## src/rtl/sfx_pkg.sv

```systemverilog
package sfx_pkg;
  typedef enum logic [1:0] {
    KIND_CMD = 2'd0,
    KIND_WR  = 2'd1,
    KIND_RD  = 2'd2
  } xferKind_e;

  // strobes from control to datapath
  typedef struct packed {
    logic loadHdr;     // transaction accepted: load command/address
    logic shiftTx;     // falling sck inside a word: next bit
    logic reloadFifo;  // word boundary in a write: take next FIFO word
    logic reloadZero;  // word boundary otherwise: send zeros
    logic sampleRx;    // rising sck in a read data phase
  } dpStrobe_t;

  localparam int WORD_BITS = 32;
  localparam int CMD_BITS  = 8;
  localparam int ADDR_BITS = 24;
endpackage

```

## src/rtl/sfx_ctrl.sv

```systemverilog
module sfx_ctrl
  import sfx_pkg::*;
#(
  parameter int CLK_DIV = 2,
  parameter int CNT_W   = 6
) (
  input  logic             clk,
  input  logic             rstN,
  input  logic             start,
  input  logic [1:0]       kindIn,
  input  logic             addrEn,
  input  logic [CNT_W-1:0] byteCount,
  output dpStrobe_t        strb,
  output logic             sck,
  output logic             busy,
  output logic             done
);
  localparam int DIV_W = (CLK_DIV > 1) ? $clog2(CLK_DIV) : 1;
  localparam int TOT_W = CNT_W + 4;

  logic             running;
  logic [DIV_W-1:0] divCnt;
  logic             sckQ;
  logic [TOT_W-1:0] totalLeft;
  logic [5:0]       wordLeft;
  logic             inData, isWr, isRd;
  logic             tick, riseEdge, fallEdge, lastBit, wordEnd, accept;
  logic [TOT_W-1:0] hdrBits, dataBits;

  assign accept   = start && !running;
  assign tick     = running && (divCnt == DIV_W'(CLK_DIV - 1));
  assign riseEdge = tick && !sckQ;
  assign fallEdge = tick && sckQ;
  assign lastBit  = (totalLeft == TOT_W'(1));
  assign wordEnd  = (wordLeft == 6'd1);

  always_comb begin
    hdrBits  = addrEn ? TOT_W'(CMD_BITS + ADDR_BITS) : TOT_W'(CMD_BITS);
    dataBits = (kindIn == KIND_WR || kindIn == KIND_RD) ? TOT_W'({byteCount, 3'b000}) : '0;
  end

  always_comb begin
    strb            = '0;
    strb.loadHdr    = accept;
    strb.sampleRx   = riseEdge && inData && isRd;
    strb.shiftTx    = fallEdge && !lastBit && !wordEnd;
    strb.reloadFifo = fallEdge && !lastBit && wordEnd && isWr;
    strb.reloadZero = fallEdge && !lastBit && wordEnd && !isWr;
  end

  always_ff @(posedge clk or negedge rstN) begin
    if (!rstN) begin
      running   <= 1'b0;
      divCnt    <= '0;
      sckQ      <= 1'b0;
      totalLeft <= '0;
      wordLeft  <= '0;
      inData    <= 1'b0;
      isWr      <= 1'b0;
      isRd      <= 1'b0;
      done      <= 1'b0;
    end else if (accept) begin
      running   <= 1'b1;
      divCnt    <= '0;
      sckQ      <= 1'b0;
      done      <= 1'b0;
      totalLeft <= hdrBits + dataBits;
      wordLeft  <= addrEn ? 6'd32 : 6'd8;
      inData    <= 1'b0;
      isWr      <= (kindIn == KIND_WR);
      isRd      <= (kindIn == KIND_RD);
    end else if (running) begin
      divCnt <= tick ? '0 : divCnt + 1'b1;
      if (tick) sckQ <= ~sckQ;
      if (fallEdge) begin
        if (lastBit) begin
          running <= 1'b0;
          done    <= 1'b1;
        end else begin
          totalLeft <= totalLeft - 1'b1;
          if (wordEnd) begin
            wordLeft <= 6'd32;
            inData   <= 1'b1;
          end else begin
            wordLeft <= wordLeft - 1'b1;
          end
        end
      end
    end
  end

  assign sck  = sckQ;
  assign busy = running;
endmodule

```

## src/rtl/sfx_datapath.sv

```systemverilog
module sfx_datapath
  import sfx_pkg::*;
#(
  parameter int FIFO_DEPTH = 8
) (
  input  logic                 clk,
  input  logic                 rstN,
  input  dpStrobe_t            strb,
  input  logic [7:0]           cmdByte,
  input  logic                 addrEn,
  input  logic [23:0]          addrVal,
  input  logic                 fifoWrEn,
  input  logic [WORD_BITS-1:0] fifoWrData,
  input  logic                 fifoReset,
  input  logic                 miso,
  output logic                 mosi,
  output logic [WORD_BITS-1:0] statusWord
);
  localparam int PTR_W = (FIFO_DEPTH > 1) ? $clog2(FIFO_DEPTH) : 1;

  logic [WORD_BITS-1:0] mem [FIFO_DEPTH];
  logic [PTR_W-1:0]     wrPtr, rdPtr;
  logic [PTR_W:0]       level;
  logic                 full, empty, push, pop;
  logic [WORD_BITS-1:0] txShift, rxWord;

  assign full  = (level == (PTR_W+1)'(FIFO_DEPTH));
  assign empty = (level == '0);
  assign push  = fifoWrEn && !full && !fifoReset;
  assign pop   = strb.reloadFifo && !empty && !fifoReset;

  function automatic logic [PTR_W-1:0] nextPtr(input logic [PTR_W-1:0] p);
    return (p == PTR_W'(FIFO_DEPTH - 1)) ? '0 : p + 1'b1;
  endfunction

  always_ff @(posedge clk) begin
    if (push) mem[wrPtr] <= fifoWrData;
  end

  always_ff @(posedge clk or negedge rstN) begin
    if (!rstN) begin
      wrPtr <= '0;
      rdPtr <= '0;
      level <= '0;
    end else if (fifoReset) begin
      wrPtr <= '0;
      rdPtr <= '0;
      level <= '0;
    end else begin
      if (push) wrPtr <= nextPtr(wrPtr);
      if (pop)  rdPtr <= nextPtr(rdPtr);
      level <= level + (PTR_W+1)'(push) - (PTR_W+1)'(pop);
    end
  end

  always_ff @(posedge clk or negedge rstN) begin
    if (!rstN) begin
      txShift <= '0;
      rxWord  <= '0;
    end else begin
      if (strb.loadHdr)         txShift <= {cmdByte, addrEn ? addrVal : 24'h0};
      else if (strb.shiftTx)    txShift <= {txShift[WORD_BITS-2:0], 1'b0};
      else if (strb.reloadFifo) txShift <= empty ? '0 : mem[rdPtr];
      else if (strb.reloadZero) txShift <= '0;

      if (strb.loadHdr)       rxWord <= '0;
      else if (strb.sampleRx) rxWord <= {rxWord[WORD_BITS-2:0], miso};
    end
  end

  assign mosi       = txShift[WORD_BITS-1];
  assign statusWord = rxWord;
endmodule

```

## src/rtl/sfx_engine.sv

```systemverilog
module sfx_engine
  import sfx_pkg::*;
#(
  parameter int CLK_DIV    = 2,
  parameter int CNT_W      = 6,
  parameter int FIFO_DEPTH = 8
) (
  input  logic             clk,
  input  logic             rstN,
  input  logic             start,
  input  logic [1:0]       xferKind,
  input  logic [7:0]       cmdByte,
  input  logic             addrEn,
  input  logic [23:0]      addrVal,
  input  logic [CNT_W-1:0] byteCount,
  input  logic             fifoWrEn,
  input  logic [31:0]      fifoWrData,
  input  logic             fifoReset,
  input  logic             lockCtl,
  input  logic             miso,
  output logic             done,
  output logic [31:0]      statusWord,
  output logic             portLock,
  output logic             sck,
  output logic             csN,
  output logic             mosi
);
  dpStrobe_t strb;
  logic      busy;

  sfx_ctrl #(.CLK_DIV(CLK_DIV), .CNT_W(CNT_W)) u_ctrl (
    .clk(clk), .rstN(rstN), .start(start), .kindIn(xferKind),
    .addrEn(addrEn), .byteCount(byteCount), .strb(strb),
    .sck(sck), .busy(busy), .done(done)
  );

  sfx_datapath #(.FIFO_DEPTH(FIFO_DEPTH)) u_dp (
    .clk(clk), .rstN(rstN), .strb(strb), .cmdByte(cmdByte),
    .addrEn(addrEn), .addrVal(addrVal), .fifoWrEn(fifoWrEn),
    .fifoWrData(fifoWrData), .fifoReset(fifoReset), .miso(miso),
    .mosi(mosi), .statusWord(statusWord)
  );

  assign csN      = ~busy;
  assign portLock = lockCtl | busy;
endmodule

```

## config.mk

```make
export PLATFORM = sky130hd
export DESIGN_NAME = sfx_engine
export DESIGN_NICKNAME = d
export VERILOG_FILES = /design/src/rtl/sfx_pkg.sv /design/src/rtl/sfx_ctrl.sv /design/src/rtl/sfx_datapath.sv /design/src/rtl/sfx_engine.sv
export SDC_FILE = /design/constraint.sdc
export NUM_CORES = 1
export LEC_CHECK = 0
export ABC_AREA = 1
export BUFFER_PORTS_ARGS = -buffer_cell sky130_fd_sc_hd__buf_2
export CAP_MARGIN = 30
export CORE_MARGIN = 2
export CORE_UTILIZATION = 55
export DETAILED_ROUTE_END_ITERATION = 7
export GPL_ROUTABILITY_DRIVEN = 0
export PLACE_DENSITY = 0.76
export RECOVER_POWER = 25
export SYNTH_ARGS = -nofsm -noshare
export SYNTH_HDL_FRONTEND = slang
export SYNTH_SLANG_ARGS = --single-unit
```

## constraint.sdc

```tcl
create_clock -name clk -period 6.8 [get_ports clk]
set_input_delay 0 -clock clk [delete_from_list [all_inputs] [get_ports clk]]
set_output_delay 0 -clock clk [all_outputs]
set_load 0.02 [all_outputs]
```

==> impl_results.md <==
- Vias: 11.6k
- Initial Util: 0.559
- Root Driver: clkbuf_16
- First DRT Iteration DRCs: 1252
- Peak supply drop: 0.000169 V
- Required time of the critical path: 7.17 ns
- Synthesized area per cell: 10.2 µm²
- Initial antenna violation count: 2
- Port bufs: 116
- Placed cell area: 16400 µm²
- Antenna viol nets, final: 0
- Seq cells post-synth: 353
- CTS sink cnt: 353
- Final period util: 0.481
- Count of pins over their slew limit: 0
- Vias/cell: 5.48
- Top post-synthesis cells by area: edfxtp_1 49%, dfrtp_1 16%, nand2_1 12%
- Mapped cell area: 15500 µm²
- Die height: 172 µm
- Status: complete, no violations
- Pleak: 7.74 nW
- Worst-path clk slew: 0.06 ns
- Share of cells above drive strength 1: 0.119
- # setup viols final: 0
- Global route overflow: 0
- Clk_lat worst skew: 0.52 ns
- Cts bufs inserted: 37
- # DRC: 0
- Yosys warns: 0
- Final hold viol count: 0
- Number of global-route vias before repair: 11.4k
- RSZ-0062 raised after global routing: false
- Power Density: 327 nW/µm²
- Final Cell Area: 18500 µm²
- H-tree depth: 2
- Ports: 117
- Area grow syn2layout: 19.0%
- Final nets: 1801
- Die W: 172 µm
- Worst EP arrival: 3.64 ns
- Slew HR: 0.348
- Rows: 61
- Worst hold path class: input pin to flop
- Post-Synthesis Net Count: 1626
- Seq/Total Area, Yosys: 0.651
- Kind of end point of the critical path: flop
- Total Routing Usage GR: 0.254
- MaxCap Viol Count: 0
- CP Class: flop to flop
- CP max FO: 64
- Post-synth top area cell: edfxtp_1
- Worst Hold Slack: 0.161 ns
- Synth unique cells: 40
- Routed wire length: 36700 µm
- F_max: 306 MHz
- Setup TNS: 0 ns
- Core Area: 27800 µm²
- Post-DR wirelength/cell: 17.4 µm
- Clock Path Buffers: 3
- CTS tree: yes
- R2R Setup Slk: 3.53 ns
- Final Skew: 0.0156 ns
- Synth top area share: 0.495
- DR pass1 iterations: 5
- Worst Tran Pin Value: 0.977 ns
- Post-cts gate resize count: 0
- Synthesized instance count: 1526
- First-pass GRT wire length: 58600 µm
- Crit path time final: 3.27 ns
- Total die area: 29600 µm²
- Largest net degree at the start of global routing: 94
- Post-DP HPWL: 20400 µm
- Startpoint type of the worst setup path: flop
==> power by group <==
group	internal, mW	total [mW]	switching [mW]
Clock	1.32	2.14	0.816
Combinational	0.387	1.16	0.771
Sequential	2.58	2.75	0.162
Total	4.30	6.04	1.75
==> registers in the layout, summed over array words and instances (netlist names) <==
name	count
u_dp.statusWord	32
u_ctrl.busy	1
u_dp.wrPtr	3
u_ctrl.sck	1
u_dp.txShift	32
u_ctrl.totalLeft	10
u_ctrl.wordLeft	6
u_ctrl.isWr	1
u_ctrl.isRd	1
u_dp.rdPtr	3
u_dp.mem	256
u_ctrl.done	1
u_ctrl.inData	1
u_ctrl.divCnt	1
u_dp.level	4
==> final timing paths <==
path / depth (start not counted) / endpoint / startpoint
max: 10 / u_dp.txShift[16]$_DFFE_PN0P_ / u_dp.rdPtr[0]$_DFFE_PN0P_
min: 6 / u_ctrl.totalLeft[4]$_DFFE_PN0P_ / byteCount[1]
max reg2reg: 10 / u_dp.txShift[16]$_DFFE_PN0P_ / u_dp.rdPtr[0]$_DFFE_PN0P_
min reg2reg: 2 / u_dp.txShift[12]$_DFFE_PN0P_ / u_dp.txShift[11]$_DFFE_PN0P_
max in group asynchronous: 4 / u_dp.txShift[29]$_DFFE_PN0P_ / rstN
min in group asynchronous: 4 / u_ctrl.totalLeft[3]$_DFFE_PN0P_ / rstN
==> synthesized netlist by cell type, drive strengths merged <==
cell type,n
nand4,36
dfrtp,97
nand2,504
nor2,104
nor3b,1
a22oi,1
a21oi,11
xor2,7
o22ai,4
nand3,115
clkbuf,27
nor4,1
inv,138
nand3b,3
ha,19
o21ai,122
fa,1
nor3,2
or2,1
clkinv,1
o211ai,5
o21a,1
edfxtp,256
o31ai,17
xnor2,3
buf,49
==> critical path, cell delays in order (launching register included) <==
cell      delay (ns)
dfrtp_4         0.76
clkinv_2        0.87
buf_4           0.64
nand2_1         0.13
nand2_1         0.07
nand2_1         0.06
o21ai_0         0.10
nand2_1         0.06
nand2_1         0.14
nand3_1         0.14
nand4_1         0.12
==> per-stage QoR <==
| stage | utilization | std cells | worst slack (ns) | power (mW) |
|---|---|---|---|---|
| 4_1_cts | 0.667 | 2108 | 3.58 | 6.05 |
| 2_1_floorplan | - | 1526 | 3.97 | 3.57 |
| 3_5_place_dp | 0.591 | 1961 | 3.63 | 3.88 |
| 3_3_place_gp | 0.589 | 1959 | 3.75 | 3.83 |
| 6_report | 0.666 | 2110 | 3.53 | 6.04 |
| 5_1_grt | 0.666 | 2110 | 3.24 | 6.32 |
==> logic make-up after synthesis <==
kind of cell,count (synthesis),synth area share
simple gates,767,0.210
compound gates,161,0.0574
xor+xnor,10,0.00564
fa+ha+maj,20,0.0166
flops,353,0.651
buf+inv,215,0.0598
==> timing repair <==
item	in CTS	in global routing
buffers inserted	0	0
endpoints found under the hold margin	405	0
hold buffers	79	0
==> final cells by class <==
type | count | area [µm²]
sequential | 353 | 10100
multi-input combinational | 958 | 4560
timing repair buffer | 212 | 1500
inverter | 139 | 526
clock buffer | 49 | 1060
antenna | 2 | 5.00
clock inverter | 19 | 250
tap | 378 | 473
fill | 2053 | 9290
==> cells in the final DEF (no fill, tap or decap), drive strengths merged, types with 7 or more instances in the layout <==
cell	synthesis	routed
o21ai	122	122
clkinv	1	14
buf	49	108
a21oi	11	11
xor2	7	7
dlygate4sd3	0	79
edfxtp	256	256
clkbuf	27	74
o31ai	17	17
nand2	504	504
nor2	104	104
ha	19	19
dfrtp	97	97
nand3	115	115
inv	138	138
nand4	36	36
==> per-layer routing <==
metal,global-route usage,wire (µm),vias to the layer above
li1,-,-,5442
met5,0,0,-
met3,0.0474,2850,94
met4,0.0939,1060,0
met2,0.416,17400,484
met1,0.340,15400,5538
Note: power is estimated with default switching activity, not from simulation.
